<file path="src/rtl/pwr_fault_pkg.sv">
package pwr_fault_pkg;
  function automatic int status_width(input int live_w, input int comm_w);
    return live_w + 1 + comm_w;
  endfunction
endpackage

</file>
<file path="src/rtl/fsr_live_bits.sv">
module fsr_live_bits #(
  parameter int LIVE_W = 5
) (
  input  logic              clk,
  input  logic              rst,
  input  logic [LIVE_W-1:0] cond_i,
  input  logic              restart_evt_i,
  input  logic              rd_i,
  input  logic              clr_i,
  output logic [LIVE_W-1:0] live_q,
  output logic              restart_q,
  output logic              fault_n_q,
  output logic [LIVE_W-1:0] live_raw,
  output logic              restart_raw
);
  // values the word would take if neither read nor clear acted
  assign live_raw    = cond_i;
  assign restart_raw = restart_q | restart_evt_i;

  always_ff @(posedge clk) begin
    if (rst) begin
      live_q    <= '0;
      restart_q <= 1'b0;
      fault_n_q <= 1'b1;
    end else begin
      live_q    <= clr_i ? '0 : cond_i;
      if (restart_evt_i)        restart_q <= 1'b1;
      else if (clr_i || rd_i)   restart_q <= 1'b0;
      fault_n_q <= ~(|cond_i);
    end
  end

  a_r2_live_follow: assert property (@(posedge clk) disable iff (rst)
    (!$past(rst) && !$past(clr_i)) |-> (live_q == $past(cond_i)));
  a_r10_clear_live: assert property (@(posedge clk) disable iff (rst)
    (!$past(rst) && $past(clr_i)) |-> (live_q == '0));
  a_r6_restart_set: assert property (@(posedge clk) disable iff (rst)
    (!$past(rst) && $past(restart_evt_i)) |-> restart_q);
  a_r9_fault_line: assert property (@(posedge clk) disable iff (rst)
    (!$past(rst) && $past(|cond_i)) |-> !fault_n_q);
endmodule

</file>
<file path="src/rtl/fsr_sticky_bits.sv">
module fsr_sticky_bits #(
  parameter int COMM_W = 2
) (
  input  logic              clk,
  input  logic              rst,
  input  logic [COMM_W-1:0] err_i,
  input  logic              clr_i,
  output logic [COMM_W-1:0] err_q,
  output logic [COMM_W-1:0] err_raw
);
  for (genvar g = 0; g < COMM_W; g++) begin : g_err
    assign err_raw[g] = err_q[g] | err_i[g];
    always_ff @(posedge clk) begin
      if (rst)            err_q[g] <= 1'b0;
      else if (err_i[g])  err_q[g] <= 1'b1;
      else if (clr_i)     err_q[g] <= 1'b0;
    end
    a_r4_sticky_hold: assert property (@(posedge clk) disable iff (rst)
      (!$past(rst) && $past(err_q[g]) && !$past(clr_i)) |-> err_q[g]);
    a_r5_set_wins: assert property (@(posedge clk) disable iff (rst)
      (!$past(rst) && $past(err_i[g])) |-> err_q[g]);
  end
endmodule

</file>
<file path="src/rtl/fsr_change_tracker.sv">
module fsr_change_tracker #(
  parameter int WORD_W = 8
) (
  input  logic              clk,
  input  logic              rst,
  input  logic [WORD_W-1:0] word_q,
  input  logic [WORD_W-1:0] word_raw,
  input  logic              rd_i,
  input  logic              clr_i,
  output logic              changed_q,
  output logic              alert_n_q
);
  logic evt;
  logic chg_next;
  assign evt = (word_raw != word_q);

  always_comb begin
    if (clr_i)      chg_next = 1'b0;
    else if (evt)   chg_next = 1'b1;
    else if (rd_i)  chg_next = 1'b0;
    else            chg_next = changed_q;
  end

  always_ff @(posedge clk) begin
    if (rst) begin
      changed_q <= 1'b0;
      alert_n_q <= 1'b1;
    end else begin
      changed_q <= chg_next;
      alert_n_q <= ~chg_next;
    end
  end

  a_r8_alert_tracks: assert property (@(posedge clk) disable iff (rst)
    alert_n_q == !changed_q);
  a_r7_read_clears: assert property (@(posedge clk) disable iff (rst)
    (!$past(rst) && $past(rd_i) && !$past(evt)) |-> !changed_q);
  a_r7_event_sets: assert property (@(posedge clk) disable iff (rst)
    (!$past(rst) && $past(evt) && !$past(clr_i)) |-> changed_q);
endmodule

</file>
<file path="src/rtl/pwr_fault_status.sv">
module pwr_fault_status
  import pwr_fault_pkg::*;
#(
  parameter int LIVE_W = 5,
  parameter int COMM_W = 2,
  localparam int WORD_W = status_width(LIVE_W, COMM_W)
) (
  input  logic              clk,
  input  logic              rst,
  input  logic [LIVE_W-1:0] cond_i,
  input  logic              restart_evt_i,
  input  logic [COMM_W-1:0] comm_err_i,
  input  logic              rd_done_i,
  input  logic              clr_all_i,
  output logic [WORD_W-1:0] status_o,
  output logic              changed_o,
  output logic              alert_n_o,
  output logic              fault_n_o,
  output logic              restart_o
);
  logic [LIVE_W-1:0] live_q, live_raw;
  logic              rs_q, rs_raw;
  logic [COMM_W-1:0] err_q, err_raw;
  logic [WORD_W-1:0] word_raw;

  fsr_live_bits #(.LIVE_W(LIVE_W)) u_live (
    .clk(clk), .rst(rst), .cond_i(cond_i), .restart_evt_i(restart_evt_i),
    .rd_i(rd_done_i), .clr_i(clr_all_i), .live_q(live_q), .restart_q(rs_q),
    .fault_n_q(fault_n_o), .live_raw(live_raw), .restart_raw(rs_raw));

  fsr_sticky_bits #(.COMM_W(COMM_W)) u_sticky (
    .clk(clk), .rst(rst), .err_i(comm_err_i), .clr_i(clr_all_i),
    .err_q(err_q), .err_raw(err_raw));

  assign status_o = {err_q, rs_q, live_q};
  assign word_raw = {err_raw, rs_raw, live_raw};
  assign restart_o = rs_q;

  fsr_change_tracker #(.WORD_W(WORD_W)) u_chg (
    .clk(clk), .rst(rst), .word_q(status_o), .word_raw(word_raw),
    .rd_i(rd_done_i), .clr_i(clr_all_i), .changed_q(changed_o),
    .alert_n_q(alert_n_o));

  a_r10_clear_all: assert property (@(posedge clk) disable iff (rst)
    (!$past(rst) && $past(clr_all_i) && !$past(restart_evt_i) && !$past(|comm_err_i))
      |-> (status_o == '0 && !changed_o));
endmodule

</file>
<file path="config.mk">
export PLATFORM = sky130hd
export DESIGN_NAME = pwr_fault_status
export DESIGN_NICKNAME = d
export VERILOG_FILES = /design/src/rtl/pwr_fault_pkg.sv /design/src/rtl/fsr_live_bits.sv /design/src/rtl/fsr_sticky_bits.sv /design/src/rtl/fsr_change_tracker.sv /design/src/rtl/pwr_fault_status.sv
export SDC_FILE = /design/constraint.sdc
export NUM_CORES = 1
export LEC_CHECK = 0
export BUFFER_PORTS_ARGS = -buffer_cell sky130_fd_sc_hd__buf_2
export CAP_MARGIN = 25
export CORE_AREA = 2 2 39 41
export DETAILED_ROUTE_END_ITERATION = 16
export DIE_AREA = 0 0 41 43
export GPL_ROUTABILITY_DRIVEN = 0
export SKIP_CTS_REPAIR_TIMING = 1
export SYNTH_ARGS = -nofsm -noshare
export SYNTH_HDL_FRONTEND = slang
export SYNTH_SLANG_ARGS = --single-unit
</file>
<file path="constraint.sdc">
create_clock -name clk -period 1.05 [get_ports clk]
set_input_delay 0.105 -clock clk [delete_from_list [all_inputs] [get_ports clk]]
set_output_delay 0.105 -clock clk [all_outputs]
set_load 0.1 [all_outputs]
</file>
Yosys cells after proc, flatten, opt, wreduce, memory -nomap -nowiden --
Index checks and enable logic that the tools add are counted.
Storage, ports and cells: register bits after elaboration 11, bits of input ports 12, output and inout port bits 12, logic and storage cells 27
Cells by class: eq/ne operators 1, mux-type cells 8, bitwise gates (word level) 5, reductions and logical operators 6
Operators by type and width (number):
- $mux W1 | 8
- $ne A8 B8 Y1 | 1
- $reduce_bool A2 Y1 | 3
- $reduce_or A5 Y1 | 1
- $or A1 B1 Y1 | 3
- $not A1 Y1 | 2
- $reduce_or A2 Y1 | 1
- $logic_or A1 B1 Y1 | 1

Depth between registers and ports, before layout --
word-level depth 5, mapped depth 3, gate-level depth less buffers 3

Modules after synthesis --
From an unflattened synthesis, not the netlist that was laid out.
Second synthesis, totals: cells, all modules 51, area, all modules 498.0 sq um
Modules (own cells, without submodules):
- fsr_live_bits | instances 1, cells each 24, area each 252.7 sq um, seq. area each 140.1 sq um
- fsr_change_tracker | instances 1, cells each 16, area each 155.1 sq um, seq. area each 40.0 sq um
- fsr_sticky_bits | instances 1, cells each 10, area each 82.6 sq um, seq. area each 40.0 sq um
- pwr_fault_status | instances 1, cells each 1, area each 7.5 sq um, seq. area each 0.0 sq um

Worst setup path after synthesis --
No wires, ideal clock.
path type reg-to-reg, start reg u_live.live_q[4], end reg u_chg.changed_q, setup time 0.120 ns, data arrival time 1.506 ns, data required time 0.930 ns, slack -0.576 ns, stages on the path, launching flop included 4, path buffers 0, period minus slack after synthesis 1.626 ns, cells stage by stage dfxtp_1 xnor2_1 nand3_1 o31a_1
Between the ends: cells in the longest elaborated chain, start to end 3
RTL lines:
- from (decl) | line fsr_live_bits.sv:10 | output logic [LIVE_W-1:0] live_q,
- from (signal assigned) | line fsr_live_bits.sv:26 | live_q <= clr_i ? '0 : cond_i;
- $ne A8 B8 Y1 | line fsr_change_tracker.sv:15 | assign evt = (word_raw != word_q);
- $mux W1 | line fsr_change_tracker.sv:19 | else if (evt) chg_next = 1'b1;
- $mux W1 | line fsr_change_tracker.sv:18 | if (clr_i) chg_next = 1'b0;
- to (signal assigned) | line fsr_change_tracker.sv:29 | changed_q <= chg_next;
- to (decl) | line fsr_change_tracker.sv:10 | output logic changed_q,
No other way between the ends. A chain may end at the register's enable or synchronous reset.

Final worst setup path --
start reg u_live.restart_q, end out restart_o
RTL lines:
- from (decl) | line fsr_live_bits.sv:11 | output logic restart_q,
- from (signal assigned) | line fsr_live_bits.sv:23 | restart_q <= 1'b0;
- from (signal assigned) | line fsr_live_bits.sv:27 | if (restart_evt_i) restart_q <= 1'b1;
- from (signal assigned) | line fsr_live_bits.sv:28 | else if (clr_i || rd_i) restart_q <= 1'b0;
- to (decl) | line pwr_fault_status.sv:19 | output logic restart_o
No word-level cell between the ends.

==> flow_summary.toml <==
[pwr]
power_mw = 1.120
vdd_ir_drop_max_v = 0.0007588
power_density_nw_per_um2 = 1364
power_leakage_nw = 0.3499

[sta]
skew_ns = 0.0006913
worst_pin_slew_ns = 0.3884
rsz0062_at_grt = "false"
relSlewSlack_pct = 74.01
hold_slack_ns = 0.05987
hold_viol_final = 0
fmax_mhz = 986.0
fin_crit_ns = 1.014
setup_viol = 0
period_share_pct = 96.59
drv_slew = 0
tns_ns = 0

[final_layout]
syn_to_final_growth_pct = 98.79
final_area_um2 = 820.8
antenna_cells = 0
finalNetCount = 82
fin_util_pct = 59.31
drive_above_1_share_pct = 60.87

[floorplanning]
die_x_um = 41
start_util_pct = 29.84
coreArea_um2 = 1384
dieArea_um2 = 1763
fp-row-count = 14
io_pins = 24
die_h_um = 43

[clocking]
cts_buffers = 3
clk_pin_slew_worst_paths_ns = 0.07
clk_path_buf_depth = 2
clockRootBuffer = "clkbuf_4"
cts_tree = "built"
clkSinkCount = 11
htree_num_levels = 1
clk_latency_ns = 0.26

[yosys]
avgSynthCellArea_um2 = 9.831
synth_area_um2 = 412.9
syn_nets = 54
synthXorXnorAreaFrac_pct = 10.61
synth_top_family_by_area = "simple AND/OR/NAND/NOR gates"
synthTopCellsByArea = "dfxtp_1 (53%), xnor2_1 (11%), and2_1 (6.1%)"
async_flop_share_pct = 0
yosys.area_share.simple_pct = 23.94
synth-edff-count = 0
yosysMostFrequentCell = "dfxtp_1"
synth_cell_types = 16
ys_ff_latch = 11
synth_flop_cell = "dfxtp_1"
syn_inst = 42
synthAdderAreaFrac_pct = 0
synth_top_cell_by_area = "dfxtp_1"
synthMuxAreaShare_pct = 0
synth_compound_area_share_pct = 9.394
yosysSeqAreaShare_pct = 53.33
synth.top_cell.area_share_pct = 53.33
synth_commonest_cells = "dfxtp_1 (11), nor2_1 (5), xnor2_1 (5)"
ys_warn_count = 0

[global_route]
first_global_vias = 404
antenna_found_initial = 0
grt_first_pass_wirelength_mm = 1.635
grt_max_degree = 8
grt_usage_pct = 13.68
gr-total-overflow = 0

[route]
vias = 374
wire_per_inst_um = 11.22
drc = 0
detailedRoute.firstIterationViolations = 3
ant_nets = 0
vias_per_cell = 4.400
wl_um = 954
dr.pass1.iters = 2

[worst_setup_path]
worstPathRequired_ns = 0.94
crit_path_start_kind = "register"
crit_path_end_kind = "primary output"
worst_path_max_delay_cell = "dfxtp_4"
crit_fanout = 3
cpPeakStageDelay_ns = 0.34
crit_buf_inv = 2
worstSetupPathType = "register to primary output"
crit_chain = "buf_4 > buf_12"
crit_arrival_ns = 0.91
path_delay_family = "flip-flops"

[place]
place_area_um2 = 759.5
dp_hpwl_um = 770.7
io_buffer_count = 23

[status]
status = "complete, no violations"

[hold_path]
hold_class = "primary input to register"

[flow_run]
maxCapViolations = 0
## final timing paths
| kind | slack, ns | cells after the start | to | from |
|---|---|---|---|---|
| max reg2reg | 0.04 | 3 | u_chg.changed_q | u_live.live_q[1] |
| min | 0.06 | 2 | u_live.restart_q | rst |
| max | 0.04 | 2 | restart_o | u_live.restart_q |
| min reg2reg | 0.53 | 2 | u_sticky.err_q[0] | u_sticky.err_q[0] |
## power breakdown
part	total, mW	switching [mW]	internal [mW]
clock	0.290	0.143	0.147
sequential	0.453	0.0234	0.430
combinational	0.377	0.232	0.145
## layer usage
| metal | vias to the layer above | wire length, um | GRT usage [%] |
|---|---|---|---|
| li1 | 196 | - | - |
| met1 | 168 | 369 | 15.23 |
| met2 | 10 | 558 | 23.13 |
| met3 | 0 | 26 | 3.141 |
| met4 | 0 | 0 | 6.000 |
| met5 | - | 0 | 0 |
## cell families (layout without fill, tap and decap cells)
group	Yosys count	after routing
compound gates	6	6
xor+xnor	5	5
buf+inv	2	29
flops	11	11
simple gates	18	18
## placed cells by master (no fill, tap or decap), types with 2 or more instances in the layout
cell	n
and2_1	4
clkbuf_4	3
a21oi_1	3
xnor2_2	4
nor2_1	5
buf_12	12
dfxtp_4	8
nand2b_1	4
buf_2	11
dfxtp_1	2
## registers in the layout, summed over array words and instances (netlist names)
signal and count:
u_live.live_q 5, u_sticky.err_q 2, u_chg.alert_n_q 1, u_chg.changed_q 1
u_live.fault_n_q 1, u_live.restart_q 1
## through the flow
| step | cells | worst slack (ns) |
|---|---|---|
| after detailed placement | 81 | 0.02020 |
| after global placement | 81 | 0.04185 |
| final | 85 | 0.03583 |
| after floorplan | 42 | -0.1073 |
| after global routing | 85 | 0.004301 |
| after CTS | 85 | -0.004883 |
## cell type report
class                           count  area (um^2)
Sequential cell                    11        251.5
Multi-Input combinational cell     29        216.5
Timing Repair Buffer               24        302.8
Tap cell                           16        20.02
Clock buffer                        4        26.28
Inverter                            1        3.754
Fill cell                         120        563.0
## worst reg2reg max path, cell delays in order, from the launching register on
cell and delay, ns:
dfxtp_4 0.37, xnor2_2 0.14, nand2_1 0.10, o31a_1 0.30
Note: power is estimated with default switching activity, not from simulation.
